$ cat src/rtl/pll_seq_pkg.sv
package pll_seq_pkg;

    typedef enum logic [2:0] {
        ST_OFF        = 3'd0,
        ST_POWER_UP   = 3'd1,
        ST_WAIT_LOCK  = 3'd2,
        ST_RUN        = 3'd3,
        ST_CHG_PD     = 3'd4,
        ST_CHG_UPDATE = 3'd5
    } seq_state_e;

endpackage

$ cat src/rtl/pll_lock_sync.sv
module pll_lock_sync #(
    parameter int STAGES = 2
) (
    input  logic clk,
    input  logic rst_n,
    input  logic d_i,
    output logic q_o
);
    logic [STAGES-1:0] chain_q;

    generate
        for (genvar g = 0; g < STAGES; g++) begin : g_stage
            if (g == 0) begin : g_first
                always_ff @(posedge clk or negedge rst_n) begin
                    if (!rst_n) chain_q[0] <= 1'b0;
                    else        chain_q[0] <= d_i;
                end
            end else begin : g_rest
                always_ff @(posedge clk or negedge rst_n) begin
                    if (!rst_n) chain_q[g] <= 1'b0;
                    else        chain_q[g] <= chain_q[g-1];
                end
            end
        end
    endgenerate

    assign q_o = chain_q[STAGES-1];

endmodule

$ cat src/rtl/pll_lock_timer.sv
module pll_lock_timer #(
    parameter int CNT_W    = 20,
    parameter int DIV_W    = 6,
    parameter int DEF_BASE = 1500
) (
    input  logic             clk,
    input  logic             rst_n,
    input  logic             load_i,
    input  logic             run_i,
    input  logic [CNT_W-1:0] cfg_i,
    input  logic [DIV_W-1:0] ref_div_i,
    output logic             done_o
);
    localparam int PROD_W = CNT_W + DIV_W;

    logic [CNT_W-1:0]  cnt_q;
    logic [DIV_W-1:0]  eff_div;
    logic [PROD_W-1:0] def_full;
    logic [CNT_W-1:0]  load_val;

    always_comb begin
        eff_div  = (ref_div_i == '0) ? DIV_W'(1) : ref_div_i;
        def_full = PROD_W'(DEF_BASE) * PROD_W'(eff_div);
        load_val = (cfg_i == '0) ? def_full[CNT_W-1:0] : cfg_i;
    end

    always_ff @(posedge clk or negedge rst_n) begin
        if (!rst_n)                       cnt_q <= '0;
        else if (load_i)                  cnt_q <= load_val;
        else if (run_i && cnt_q != '0)    cnt_q <= cnt_q - CNT_W'(1);
    end

    assign done_o = (cnt_q == '0);

    // an expired counter stays expired until the next power-up reload
    p_cnt_hold_zero_r6: assert property (@(posedge clk) disable iff (!rst_n)
        (!load_i && cnt_q == '0) |=> (cnt_q == '0));

endmodule

$ cat src/rtl/pll_seq_fsm.sv
module pll_seq_fsm
    import pll_seq_pkg::*;
(
    input  logic       clk,
    input  logic       rst_n,
    input  logic       hw_mode_i,
    input  logic       en_d_i,
    input  logic       lock_ok_i,
    input  logic       cnt_done_i,
    input  logic       pend_i,
    output seq_state_e state_o,
    output logic       load_o,
    output logic       count_o,
    output logic       apply_o,
    output logic       chg_pd_o,
    output logic       run_o,
    output logic       resp_o
);
    seq_state_e state_q, state_d;
    logic       resp_q;

    always_comb begin
        state_d = state_q;
        if (!hw_mode_i || !en_d_i) begin
            state_d = ST_OFF;
        end else begin
            unique case (state_q)
                ST_OFF:        state_d = ST_POWER_UP;
                ST_POWER_UP:   state_d = ST_WAIT_LOCK;
                ST_WAIT_LOCK:  state_d = (cnt_done_i && lock_ok_i) ? ST_RUN : ST_WAIT_LOCK;
                ST_RUN:        state_d = pend_i ? ST_CHG_PD : ST_RUN;
                ST_CHG_PD:     state_d = ST_CHG_UPDATE;
                ST_CHG_UPDATE: state_d = ST_POWER_UP;
                default:       state_d = ST_OFF;
            endcase
        end
    end

    always_ff @(posedge clk or negedge rst_n) begin
        if (!rst_n) state_q <= ST_OFF;
        else        state_q <= state_d;
    end

    always_ff @(posedge clk or negedge rst_n) begin
        if (!rst_n)                  resp_q <= 1'b0;
        else if (state_d == ST_RUN)  resp_q <= 1'b1;
        else if (state_d == ST_OFF)  resp_q <= 1'b0;
    end

    always_comb begin
        load_o   = 1'b0;
        count_o  = 1'b0;
        apply_o  = 1'b0;
        chg_pd_o = 1'b0;
        run_o    = 1'b0;
        unique case (state_q)
            ST_OFF:        chg_pd_o = 1'b1;
            ST_POWER_UP:   load_o   = 1'b1;
            ST_WAIT_LOCK:  count_o  = 1'b1;
            ST_RUN:        run_o    = 1'b1;
            ST_CHG_PD:     chg_pd_o = 1'b1;
            ST_CHG_UPDATE: begin
                chg_pd_o = 1'b1;
                apply_o  = 1'b1;
            end
            default:       chg_pd_o = 1'b1;
        endcase
    end

    assign state_o = state_q;
    assign resp_o  = resp_q;

    // power-down step of a change walk is followed by the update step or an abort
    p_chg_walk_r8: assert property (@(posedge clk) disable iff (!rst_n)
        (state_q == ST_CHG_PD) |=> (state_q == ST_CHG_UPDATE || state_q == ST_OFF));

    // the response is never dropped inside a change walk
    p_resp_kept_r10: assert property (@(posedge clk) disable iff (!rst_n)
        (state_q == ST_CHG_PD || state_q == ST_CHG_UPDATE) |-> resp_q);

    // no entry into RUN while the lock window is still open
    p_wait_window_r6: assert property (@(posedge clk) disable iff (!rst_n)
        (state_q == ST_WAIT_LOCK && !cnt_done_i) |=> (state_q != ST_RUN));

    // losing the delayed enable always ends in OFF
    p_drop_off_r12: assert property (@(posedge clk) disable iff (!rst_n)
        (state_q != ST_OFF && !en_d_i) |=> (state_q == ST_OFF));

endmodule

$ cat src/rtl/pll_seq_top.sv
module pll_seq_top
    import pll_seq_pkg::*;
#(
    parameter int             FBDIV_W       = 12,
    parameter int             FRAC_W        = 24,
    parameter int             CNT_W         = 20,
    parameter int             DIV_W         = 6,
    parameter int             DEF_LOCK_BASE = 1500,
    parameter int             SYNC_STAGES   = 2,
    parameter logic [11:0]    FBDIV_RST     = 12'd40,
    parameter logic [23:0]    FRAC_RST      = 24'd0
) (
    input  logic               clk,
    input  logic               rst_n,
    input  logic               hw_mode_i,
    input  logic               sw_pd_i,
    input  logic               sw_clken_i,
    input  logic               sys_en_i,
    input  logic               chg_mode_i,
    input  logic               param_wr_i,
    input  logic [FBDIV_W-1:0] param_fbdiv_i,
    input  logic [FRAC_W-1:0]  param_frac_i,
    input  logic [CNT_W-1:0]   lock_cnt_cfg_i,
    input  logic [DIV_W-1:0]   ref_div_i,
    input  logic               pll_lock_i,
    output logic               pll_pd_o,
    output logic               pll_clken_o,
    output logic [FBDIV_W-1:0] pll_fbdiv_o,
    output logic [FRAC_W-1:0]  pll_frac_o,
    output logic               sys_resp_o,
    output logic               pll_off_o,
    output logic               lock_raw_o,
    output logic               lock_sync_o
);
    seq_state_e         state;
    logic               en_d_q;
    logic               lock_s;
    logic               cnt_done;
    logic               load, count, apply, chg_pd, run_st, resp;
    logic               pend_q;
    logic [FBDIV_W-1:0] pend_fbdiv_q, fbdiv_q;
    logic [FRAC_W-1:0]  pend_frac_q, frac_q;
    logic               wr_defer;

    always_ff @(posedge clk or negedge rst_n) begin
        if (!rst_n) en_d_q <= 1'b0;
        else        en_d_q <= sys_en_i;
    end

    pll_lock_sync #(.STAGES(SYNC_STAGES)) u_sync (
        .clk   (clk),
        .rst_n (rst_n),
        .d_i   (pll_lock_i),
        .q_o   (lock_s)
    );

    pll_lock_timer #(.CNT_W(CNT_W), .DIV_W(DIV_W), .DEF_BASE(DEF_LOCK_BASE)) u_timer (
        .clk       (clk),
        .rst_n     (rst_n),
        .load_i    (load),
        .run_i     (count),
        .cfg_i     (lock_cnt_cfg_i),
        .ref_div_i (ref_div_i),
        .done_o    (cnt_done)
    );

    pll_seq_fsm u_fsm (
        .clk        (clk),
        .rst_n      (rst_n),
        .hw_mode_i  (hw_mode_i),
        .en_d_i     (en_d_q),
        .lock_ok_i  (lock_s),
        .cnt_done_i (cnt_done),
        .pend_i     (pend_q),
        .state_o    (state),
        .load_o     (load),
        .count_o    (count),
        .apply_o    (apply),
        .chg_pd_o   (chg_pd),
        .run_o      (run_st),
        .resp_o     (resp)
    );

    assign wr_defer = param_wr_i && hw_mode_i && chg_mode_i && (state != ST_OFF);

    always_ff @(posedge clk or negedge rst_n) begin
        if (!rst_n) begin
            fbdiv_q <= FBDIV_RST[FBDIV_W-1:0];
            frac_q  <= FRAC_RST[FRAC_W-1:0];
        end else if (param_wr_i && !wr_defer) begin
            fbdiv_q <= param_fbdiv_i;
            frac_q  <= param_frac_i;
        end else if (apply) begin
            fbdiv_q <= pend_fbdiv_q;
            frac_q  <= pend_frac_q;
        end
    end

    always_ff @(posedge clk or negedge rst_n) begin
        if (!rst_n) begin
            pend_q       <= 1'b0;
            pend_fbdiv_q <= '0;
            pend_frac_q  <= '0;
        end else if (wr_defer) begin
            pend_q       <= 1'b1;
            pend_fbdiv_q <= param_fbdiv_i;
            pend_frac_q  <= param_frac_i;
        end else if (apply) begin
            pend_q       <= 1'b0;
        end
    end

    always_comb begin
        if (hw_mode_i) begin
            pll_pd_o    = !en_d_q || chg_pd;
            pll_clken_o = run_st && lock_s && en_d_q;
        end else begin
            pll_pd_o    = sw_pd_i;
            pll_clken_o = sw_clken_i;
        end
    end

    assign pll_fbdiv_o = fbdiv_q;
    assign pll_frac_o  = frac_q;
    assign sys_resp_o  = resp;
    assign pll_off_o   = !sys_en_i && !resp;
    assign lock_raw_o  = pll_lock_i;
    assign lock_sync_o = lock_s;

    // in hardware mode the gate opens only in RUN
    p_gate_run_r4: assert property (@(posedge clk) disable iff (!rst_n)
        (hw_mode_i && pll_clken_o) |-> (state == ST_RUN));

    // in hardware mode the loop is held down while OFF
    p_pd_off_r3: assert property (@(posedge clk) disable iff (!rst_n)
        (hw_mode_i && state == ST_OFF) |-> pll_pd_o);

    // a deferred write does not touch the applied divider on the next edge
    p_defer_hold_r8: assert property (@(posedge clk) disable iff (!rst_n)
        (wr_defer && !apply) |=> $stable(pll_fbdiv_o));

endmodule

$ cat config.mk
export PLATFORM = sky130hd
export DESIGN_NAME = pll_seq_top
export DESIGN_NICKNAME = d
export VERILOG_FILES = /design/src/rtl/pll_seq_pkg.sv /design/src/rtl/pll_lock_sync.sv /design/src/rtl/pll_lock_timer.sv /design/src/rtl/pll_seq_fsm.sv /design/src/rtl/pll_seq_top.sv
export SDC_FILE = /design/constraint.sdc
export NUM_CORES = 1
export LEC_CHECK = 0
export ABC_AREA = 1
export BUFFER_PORTS_ARGS = -buffer_cell sky130_fd_sc_hd__buf_2
export CAP_MARGIN = 30
export CORE_ASPECT_RATIO = 1.4
export CORE_MARGIN = 2
export CORE_UTILIZATION = 57
export DETAILED_ROUTE_END_ITERATION = 7
export PLACE_DENSITY = 0.83
export SYNTH_ARGS = -nofsm -noshare
export SYNTH_HDL_FRONTEND = slang
export SYNTH_SLANG_ARGS = --single-unit
$ cat constraint.sdc
create_clock -name clk -period 2.2 [get_ports clk]
set_clock_uncertainty 0.2 [all_clocks]
set_input_delay 0.44 -clock clk [delete_from_list [all_inputs] [get_ports clk]]
set_output_delay 0.44 -clock clk [all_outputs]
set_load 0.03 [all_outputs]
==> reports/results.ini, run 1 <==
[power_and_ir_drop]
powerDensity_mw_per_mm2 = 886.2
vdd_drop_max_mv = 0.5435
power_mw = 7.135
leakage_nw = 4.241

[global_routing]
grt_max_degree = 52
grt_overflow = 0
grt_pass1_vias = 6101
antenna_found_initial = 0
grt_pass1_wl_microns = 26680
grtUsageTotal_pct = 27.47

[layout]
syn_to_final_growth_pct = 26.82
fill_cells = 851
design_area_sq_mm = 0.008051
final_core_util_pct = 74.09
stdcell_count = 1157
diodes = 0
drive_above_1_share_pct = 27.17
layout.nets = 1124

[floorplan]
die_area_sq_mm = 0.01201
std_cell_rows = 45
initial_core_util_pct = 58.42
io_pins = 113
die_width_microns = 93.20
fp.dieH_microns = 128.9
core_sq_mm = 0.01087

[run_status]
violations = setup timing
status = finished with violations

[sta]
fmax_ghz = 0.2780
fin_crit_sh_pct = 163.5
final_max_slew_viol_count = 0
min_period_ns = 3.597
hold_viol_final = 0
tns_ns = -13.96
finalSetupViolCount = 13
setup_ws_ns = -1.397
timing.hold.ws_ns = 0.01455
grt_setup_unrepaired = true
tightestPinTransition_ns = 0.4742
relSlewSlack_pct = 68.35

[setup_path]
r2r_cells = 10
critPathLaunchType = input pin
critPathKind = in2reg
path_max_fanout = 4
cp_num_buf_inv = 7
arrival_ns = 3.66
endpoint = u_timer.cnt_q[13]
r2r-end = u_timer.cnt_q[12]
setup.worst_path.start = ref_div_i[4]
end_kind = register
critPathMaxStageDelay_ns = 0.54
cp_slowest_cell = fa_1
cpLargestDelayFamily = adder cells
crit_chain = buf_12 > inv_16 > ha_4 > nand4_1 > buf_4 > nand2_4 > inv_4 > ha_4 > inv_1 > fa_1 > fa_1 > inv_1 > ha_4 > a21oi_1 > buf_4 > nor2_1 > nor2_1 > nand3_1 > nand3_1 > nand2_1 > a21oi_1
cp_common_cell = ha_4
worstReg2RegStart = u_timer.cnt_q[0]
reg2reg_setup_slack_ns = 0.17
cp.depth = 21
required_ns = 2.27

[drt]
drt_iter0_markers = 275
first_pass_iters = 5
antenna_left = 0
wirelength_microns = 16440
via_count = 6258
wl_per_cell_microns = 14.21
via_per_inst = 5.409
drc = 0

[placement]
dp_cells = 1134
portBuffers = 112
globalplace.congestion = 0.9310
preCtsSetupSlack_ns = -1.895
dp_hpwl_microns = 11740
place_area_sq_mm = 0.007462

[synth]
syn_area_sq_mm = 0.006349
syn_area_per_cell_sq_um = 7.365
ys_ff_latch = 100
seq_area_frac_synth_pct = 39.46
syn_nets = 975
synth_cell_types = 39
syn_inst = 862
synth_warnings = 0

[clocking]
numCtsBuffers = 9
cts_tree = built
htreeDepth = 3
clock_sink_count = 100
clockRootBuffer = clkbuf_16
clk_pin_slew_ns = 0.07
clock_latency_ns = 0.34
cts_buffer_depth = 2

[run]
cap_violations = 0

[hold_path]
hp-class = in2reg

[timing repair]
item / 4_1_cts / 5_1_grt
pin swaps: 27 / 39
resized for setup: 33 / 38
setup endpoints to repair: 13 / 14
setup buffers: 3 / 5
hold endpoints to repair: 16 / 0
hold buffers: 1 / 0
[cells in the mapped netlist]
master,n,share of area [%]
nand3_1,71,5.6
buf_6,2,0.35
buf_1,2,0.12
buf_2,18,1.4
xnor2_1,4,0.55
a22oi_1,1,0.12
xor2_1,4,0.55
nand2_2,1,0.099
and2_1,1,0.099
a31oi_1,21,2.1
or2_2,2,0.20
nand3b_1,2,0.24
dfstp_2,2,0.83
o211ai_2,1,0.20
dfrtp_1,98,39
nand2_4,2,0.35
clkbuf_1,10,0.59
o22ai_2,1,0.20
buf_4,2,0.24
nand3_2,1,0.16
o211ai_1,9,1.1
a21oi_1,21,1.7
fa_1,15,4.7
nand2_1,280,17
nor3_1,4,0.32
nor2_4,3,0.53
inv_1,100,5.9
ha_1,27,5.3
nor2_2,4,0.39
or2_0,1,0.099
and3_1,1,0.099
inv_2,3,0.18
nand4_1,7,0.69
o21ai_0,36,2.8
o21ai_2,4,0.55
o21ai_1,7,0.55
nand3b_4,1,0.32
o32a_1,1,0.16
nor2_1,92,5.4
[how the worst min path moves through the flow]
stage / startpoint / to / slack [ns] / cells after the start
after floorplan: rst_n / en_d_q / -0.06 / 0
after CTS: pll_lock_i / u_sync.chain_q[0] / 0.008 / 1
after detailed placement: rst_n / pll_fbdiv_o[9] / 0.13 / 1
final: pll_lock_i / u_sync.chain_q[0] / 0.01 / 1
after global placement: rst_n / pll_frac_o[18] / 0.13 / 1
after global routing: pll_lock_i / u_sync.chain_q[0] / 0.008 / 1
[report_power, final]
group	leakage (nW)	internal (mW)	switching, mW
combinational	2.89	1.30	1.83
sequential	1.21	2.21	0.276
clock	0.141	0.792	0.722
total	4.24	4.30	2.83
[flip-flops by register name, summed over array words and instances (netlist names)]
name            cells
pend_frac_q        24
pll_frac_o         24
u_timer.cnt_q      20
pend_fbdiv_q       12
pll_fbdiv_o        12
u_fsm.state_o       3
en_d_q              1
pend_q              1
u_fsm.resp_o        1
u_sync.chain_q      1
u_sync.q_o          1
[metal layers]
metal | vias to the layer above | wire length [microns] | GRT usage, %
met5 | - | 0 | 0
met4 | 0 | 424 | 10.90
met3 | 32 | 776 | 2.986
met2 | 210 | 8612 | 49.28
met1 | 2980 | 6630 | 33.80
li1 | 3036 | - | -
[final cells by class]
cell class                 count  area [sq um]  share of cell area, %
multi-input combinational    625          3575                  44.40
sequential                   100          2505                  31.11
timing repair buffer         172          1096                  13.61
inverter                     103         412.9                  5.128
clock buffer                  10         229.0                  2.844
tap                          141         176.4                  2.191
clock inverter                 6         57.56                 0.7148
[worst reg2reg max path: cells and delay by family, from the launching register on]
| kind | cells | cell delay (ns) |
|---|---|---|
| flops | 1 | 0.38 |
| buf+inv | 2 | 0.33 |
| fa+ha+maj | 1 | 0.19 |
| simple gates | 7 | 0.87 |
[kinds of logic after synthesis]
family                     Yosys count  share of synthesized area, %
DFF                                100                         39.46
xor gates and xnor gates             8                         1.104
adders and majority gates           42                         10.05
and+or+nand+nor                    473                         31.18
AOI/OAI and AO/OA                  102                         9.401
buffers and inverters              137                         8.810
[placed cells by master, fill, tap and decap left out, types with 7 or more instances in the layout]
| cell | synthesis | layout |
|---|---|---|
| a31oi_1 | 21 | 21 |
| fa_1 | 15 | 12 |
| clkbuf_16 | 0 | 9 |
| o211ai_1 | 9 | 9 |
| buf_2 | 18 | 108 |
| inv_1 | 100 | 83 |
| nor2_1 | 92 | 88 |
| ha_4 | 0 | 11 |
| nand2_1 | 280 | 262 |
| o21ai_1 | 7 | 12 |
| buf_4 | 2 | 53 |
| o21ai_0 | 36 | 29 |
| a21oi_1 | 21 | 19 |
| nand4_1 | 7 | 7 |
| nand2_2 | 1 | 15 |
| nand3_2 | 1 | 7 |
| ha_1 | 27 | 16 |
| dfrtp_1 | 98 | 98 |
| inv_2 | 3 | 16 |
| nand3_1 | 71 | 65 |
Note: power is estimated with default switching activity, not from simulation.
==> run 2: changes to the inputs <==
- CORE_UTILIZATION: 57 -> 58
- CTS_BUF_LIST: unset -> sky130_fd_sc_hd__clkbuf_4
- PLACE_DENSITY: 0.83 -> 0.84
==> run 2 against run 1 <==
Largest cell class unchanged. Utilization up 2.4 points. Maximum frequency up 5.9%. Largest power group unchanged. Routed wire length up 4.4%. Flip-flop and latch count unchanged. Clock power down 35%. The flow still finishes with violations (setup timing).
==> reports/results.ini, run 2 (synthesis gave the netlist of run 1 again) <==
[run_status]
status = finished with violations
violations = setup timing

[floorplan]
fp.dieH_microns = 127.8
die_area_sq_mm = 0.01181
core_sq_mm = 0.01075
std_cell_rows = 45
initial_core_util_pct = 59.03
io_pins = 113
die_width_microns = 92.42

[setup_path]
critPathLaunchType = input pin
cp_slowest_cell = fa_1
path_max_fanout = 5
reg2reg_setup_slack_ns = 0.16
critPathMaxStageDelay_ns = 0.50
required_ns = 2.36
r2r_cells = 10
crit_chain = buf_12 > inv_16 > ha_4 > nand4_1 > nand2_1 > inv_2 > fa_1 > inv_2 > fa_1 > inv_1 > fa_1 > inv_2 > ha_4 > or2_4 > nand3_2 > nand2_2 > nand2_1 > nand3_1 > nand2_1 > nand2_1 > nand2_1 > nand2_1
arrival_ns = 3.56
worstReg2RegStart = u_timer.cnt_q[0]
cp_common_cell = nand2_1
end_kind = register
critPathKind = in2reg
r2r-end = u_timer.cnt_q[9]

[clocking]
clock_sink_count = 100
clock_latency_ns = 0.47
htreeDepth = 3
clockRootBuffer = clkbuf_4
cts_buffer_depth = 2
cts_tree = built
clk_pin_slew_ns = 0.14
numCtsBuffers = 9

[layout]
layout.nets = 1155
stdcell_count = 1189
layout_common_cells = nand2_1, buf_2, dfrtp_1
drive_above_1_share_pct = 26.65
syn_to_final_growth_pct = 29.52
final_common_cell = nand2_1

[sta]
fmax_ghz = 0.2944
setup_ws_ns = -1.197
final_max_slew_viol_count = 0
tightestPinTransition_ns = 0.5422
grt_setup_unrepaired = true
fin_crit_sh_pct = 154.4
min_period_ns = 3.397
finalSetupViolCount = 12
timing.hold.ws_ns = 0.01951
hold_viol_final = 0
relSlewSlack_pct = 63.86

[global_routing]
antenna_found_initial = 1
grt_pass1_vias = 6228
grt_pass1_wl_microns = 27800
grtUsageTotal_pct = 29.26
grt_overflow = 0
grt_max_degree = 57

[power_and_ir_drop]
vdd_drop_max_mv = 0.5610
powerDensity_mw_per_mm2 = 807.7
leakage_nw = 4.323
power_mw = 6.642

[drt]
first_pass_iters = 5
wl_per_cell_microns = 14.43
via_per_inst = 5.362
drc = 0
via_count = 6376
drt_iter0_markers = 339
antenna_left = 0
wirelength_microns = 17160

[hold_path]
worstHoldPathCells = 3
hp-class = in2reg
worstHoldStart = param_frac_i[4]
min_to = pend_frac_q[4]

[placement]
globalplace.congestion = 0.8548
portBuffers = 112
dp_cells = 1137
dp_hpwl_microns = 11650

[run]
cap_violations = 0

[run 2: changes by cell type in the layout (fill, tap and decap cells not counted), sizes merged]
cell | before | now
buf | 171 | 176
bufinv | 0 | 1
clkbuf | 10 | 9
clkinv | 4 | 2
clkinvlp | 0 | 1
diode | 0 | 1
dlygate4sd3 | 1 | 27
inv | 105 | 106
[run 2: through the flow]
step | area [sq um] | setup slack, ns | util (%) | TNS, ns
3_5_place_dp | 7497 | -1.843 | 69.72 | -19.93
3_3_place_gp | 7497 | -1.759 | 69.72 | -19.32
4_1_cts | 8134 | -1.121 | 75.64 | -10.94
2_1_floorplan | 6460 | -1.448 | - | -14.10
6_report | 8223 | -1.197 | 76.46 | -11.63
5_1_grt | 8223 | -1.302 | 76.46 | -12.81
[run 2: power by group]
group | switching (mW) | internal [mW]
sequential | 0.281 | 2.21
clock | 0.635 | 0.352
combinational | 1.83 | 1.34
total | 2.75 | 3.90
[run 2: repair_timing]
action	4_1_cts	5_1_grt
hold buffers	27	0
buffers inserted	8	2
pin swaps	39	18
resized for setup	48	25
endpoints found under the hold margin	63	0
setup endpoints to repair	14	14
[run 2: final cells by class]
class | instances | area, sq um
multi-input combinational | 625 | 3575
fill | 762 | 2531
sequential | 100 | 2505
timing repair buffer | 203 | 1413
inverter | 103 | 412.9
tap | 141 | 176.4
clock inverter | 7 | 71.32
clock buffer | 9 | 67.56
antenna | 1 | 2.502
[run 2: routing by layer]
metal	vias up	part of all wire (%)	track usage [%]
met5	-	0	0
met4	0	2.7	12.64
met3	38	5.3	4.292
met2	223	54	53.03
met1	3027	38	34.25
li1	3088	-	-
[run 2: critical path, delay by kind of cell]
kind | cells | cell delay [ns]
simple gates | 11 | 0.95
buf+inv | 6 | 0.36
fa+ha+maj | 5 | 1.82
[run 2: how the worst max path moves through the flow]
stage,start,to,cells after the start
global placement,ref_div_i[4],u_timer.cnt_q[12],22
floorplan,ref_div_i[4],u_timer.cnt_q[11],21
global route,ref_div_i[4],u_timer.cnt_q[15],23
finish,ref_div_i[4],u_timer.cnt_q[11],22
CTS,ref_div_i[4],u_timer.cnt_q[11],22
detailed placement,ref_div_i[4],u_timer.cnt_q[12],22
==> run 3: changes to the inputs <==
- SKIP_CTS_REPAIR_TIMING: unset -> 1
==> run 3 against run 2 <==
The run ends with hold timing, setup timing left. First-iteration DRC count grew 3.8%. Worst hold slack lost 0.022 ns. Via count shrank 3.0%. Utilization shrank 1.6 points. Worst setup slack lost 0.13 ns. Critical path depth is the same. Critical path type unchanged. Critical endpoint unchanged. Largest cell class unchanged.
==> reports/results.ini, run 3 (synthesis gave the netlist of run 1 again) <==
[floorplan]
io_pins = 113
fp.dieH_microns = 127.8
die_width_microns = 92.42
std_cell_rows = 45
initial_core_util_pct = 59.03
core_sq_mm = 0.01075
die_area_sq_mm = 0.01181

[power_and_ir_drop]
intPower_mw = 3.799
leakage_nw = 4.246
powerDensity_mw_per_mm2 = 802.0
seqPwrFrac_pct = 38.4
vdd_drop_max_mv = 0.5136
p_switching_mw = 2.657
combPwrFrac_pct = 46.3
switching_share_pct = 41.15
p_clk_share_pct = 15.3

[drt]
wl_per_cell_microns = 13.77
drt_iter0_markers = 352
drc = 0
via_per_inst = 5.251
via_count = 6186
first_pass_iters = 5
wirelength_microns = 16230
antenna_left = 0

[setup_path]
cp.depth = 22
crit_chain = buf_6 > clkinv_4 > ha_4 > nand4_1 > nand2_1 > inv_2 > fa_1 > inv_2 > fa_1 > inv_1 > fa_1 > inv_2 > ha_4 > or2_4 > nand3_4 > nand2_2 > nand2_1 > nand3_1 > nand2_1 > nand2_1 > nand2_1 > nand2_1
r2r_cells = 10
cpLargestDelayFamily = adder cells
end_kind = register
required_ns = 2.35
cp_slowest_cell = fa_1
critPathLaunchType = input pin
cp_num_buf_inv = 6
cp_common_cell = nand2_1
arrival_ns = 3.68
critPathMaxStageDelay_ns = 0.54
path_max_fanout = 5
critPathKind = in2reg

[hold_path]
worstHoldPathCells = 3
hp-class = in2reg

[sta]
relSlewSlack_pct = 63.91
tightestPinTransition_ns = 0.5413
fmax_ghz = 0.2837
fin_crit_sh_pct = 160.2
finalSetupViolCount = 12
tns_ns = -12.70
min_period_ns = 3.524
grt_setup_unrepaired = true
final_max_slew_viol_count = 0
timing.hold.ws_ns = -0.002081
setup_ws_ns = -1.324
hold_viol_final = 1

[layout]
syn_to_final_growth_pct = 26.80
layout_common_cells = nand2_1, buf_2, dfrtp_1
fill_cells = 817
layout.nets = 1144
stdcell_count = 1178
drive_above_1_share_pct = 25.00
final_core_util_pct = 74.86
final_common_cell = nand2_1

[clocking]
clock_latency_ns = 0.46
cts_tree = built
clockRootBuffer = clkbuf_4
htreeDepth = 3
numCtsBuffers = 9
cts_buffer_depth = 2
clock_sink_count = 100
clk_pin_slew_ns = 0.17

[placement]
dp_hpwl_microns = 11650
portBuffers = 112
dp_cells = 1137
globalplace.congestion = 0.8548

[run_status]
status = finished with violations
violations = hold timing, setup timing

[global_routing]
grt_pass1_vias = 5728
grt_overflow = 0
grt_max_degree = 57
grt_pass1_wl_microns = 25370
antenna_found_initial = 1
grtUsageTotal_pct = 26.63

[run]
cap_violations = 0

==> run 3: path summary, 6_finish.rpt <==
kind                                    from           endpoint  slack, ns
max reg2reg                 u_timer.cnt_q[0]   u_timer.cnt_q[7]       0.13
max                             ref_div_i[5]  u_timer.cnt_q[11]      -1.32
max in group asynchronous              rst_n     pll_fbdiv_o[3]       0.89
min                         param_frac_i[20]    pend_frac_q[20]     -0.002
min reg2reg                u_sync.chain_q[0]         u_sync.q_o       0.16
min in group asynchronous              rst_n    pend_frac_q[18]       0.28
==> run 3: per-stage QoR <==
| step | power, mW | instance area, sq um | setup slack, ns |
|---|---|---|---|
| 6_report | 6.456 | 8050 | -1.324 |
| 3_3_place_gp | 5.187 | 7497 | -1.759 |
| 4_1_cts | 6.244 | 7636 | -1.336 |
| 3_5_place_dp | 5.265 | 7497 | -1.843 |
| 5_1_grt | 6.948 | 8050 | -1.438 |
| 2_1_floorplan | 4.387 | 6460 | -1.448 |
==> run 3: final cells by class <==
class | instances | area, sq um | area share, %
multi-input combinational | 625 | 3517 | 43.69
sequential | 100 | 2506 | 31.13
timing repair buffer | 192 | 1301 | 16.16
inverter | 103 | 407.9 | 5.067
tap | 141 | 176.4 | 2.191
clock inverter | 7 | 71.32 | 0.8859
clock buffer | 9 | 67.56 | 0.8393
antenna | 1 | 2.502 | 0.03108
==> run 3: worst reg2reg max path, cell delays in order (launching register included) <==
cell      delay [ns]
dfrtp_1         0.41
inv_1           0.12
ha_1            0.19
nand2_1         0.11
nor2_4          0.17
nand3b_4        0.09
nand2_4         0.12
nand2_4         0.20
inv_2           0.23
nand2_1         0.09
nand2_1         0.07
==> run 3: per-layer routing <==
metal,part of all wire (%),routed length [microns],GRT usage (%),vias up
met5,0,0,0,-
met4,2.7,442,10.80,0
met3,5.3,852,3.116,34
met2,53,8539,47.66,205
met1,39,6390,32.54,2880
li1,-,-,-,3067
==> run 3: power by group through the flow <==
stage	clock network [mW]	registers, mW	logic (mW)
after floorplan	0	2.59	1.80
final	0.985	2.48	2.99
after global placement	0	2.49	2.69
after global routing	1.07	2.53	3.35
after detailed placement	0	2.51	2.76
after CTS	0.999	2.47	2.78
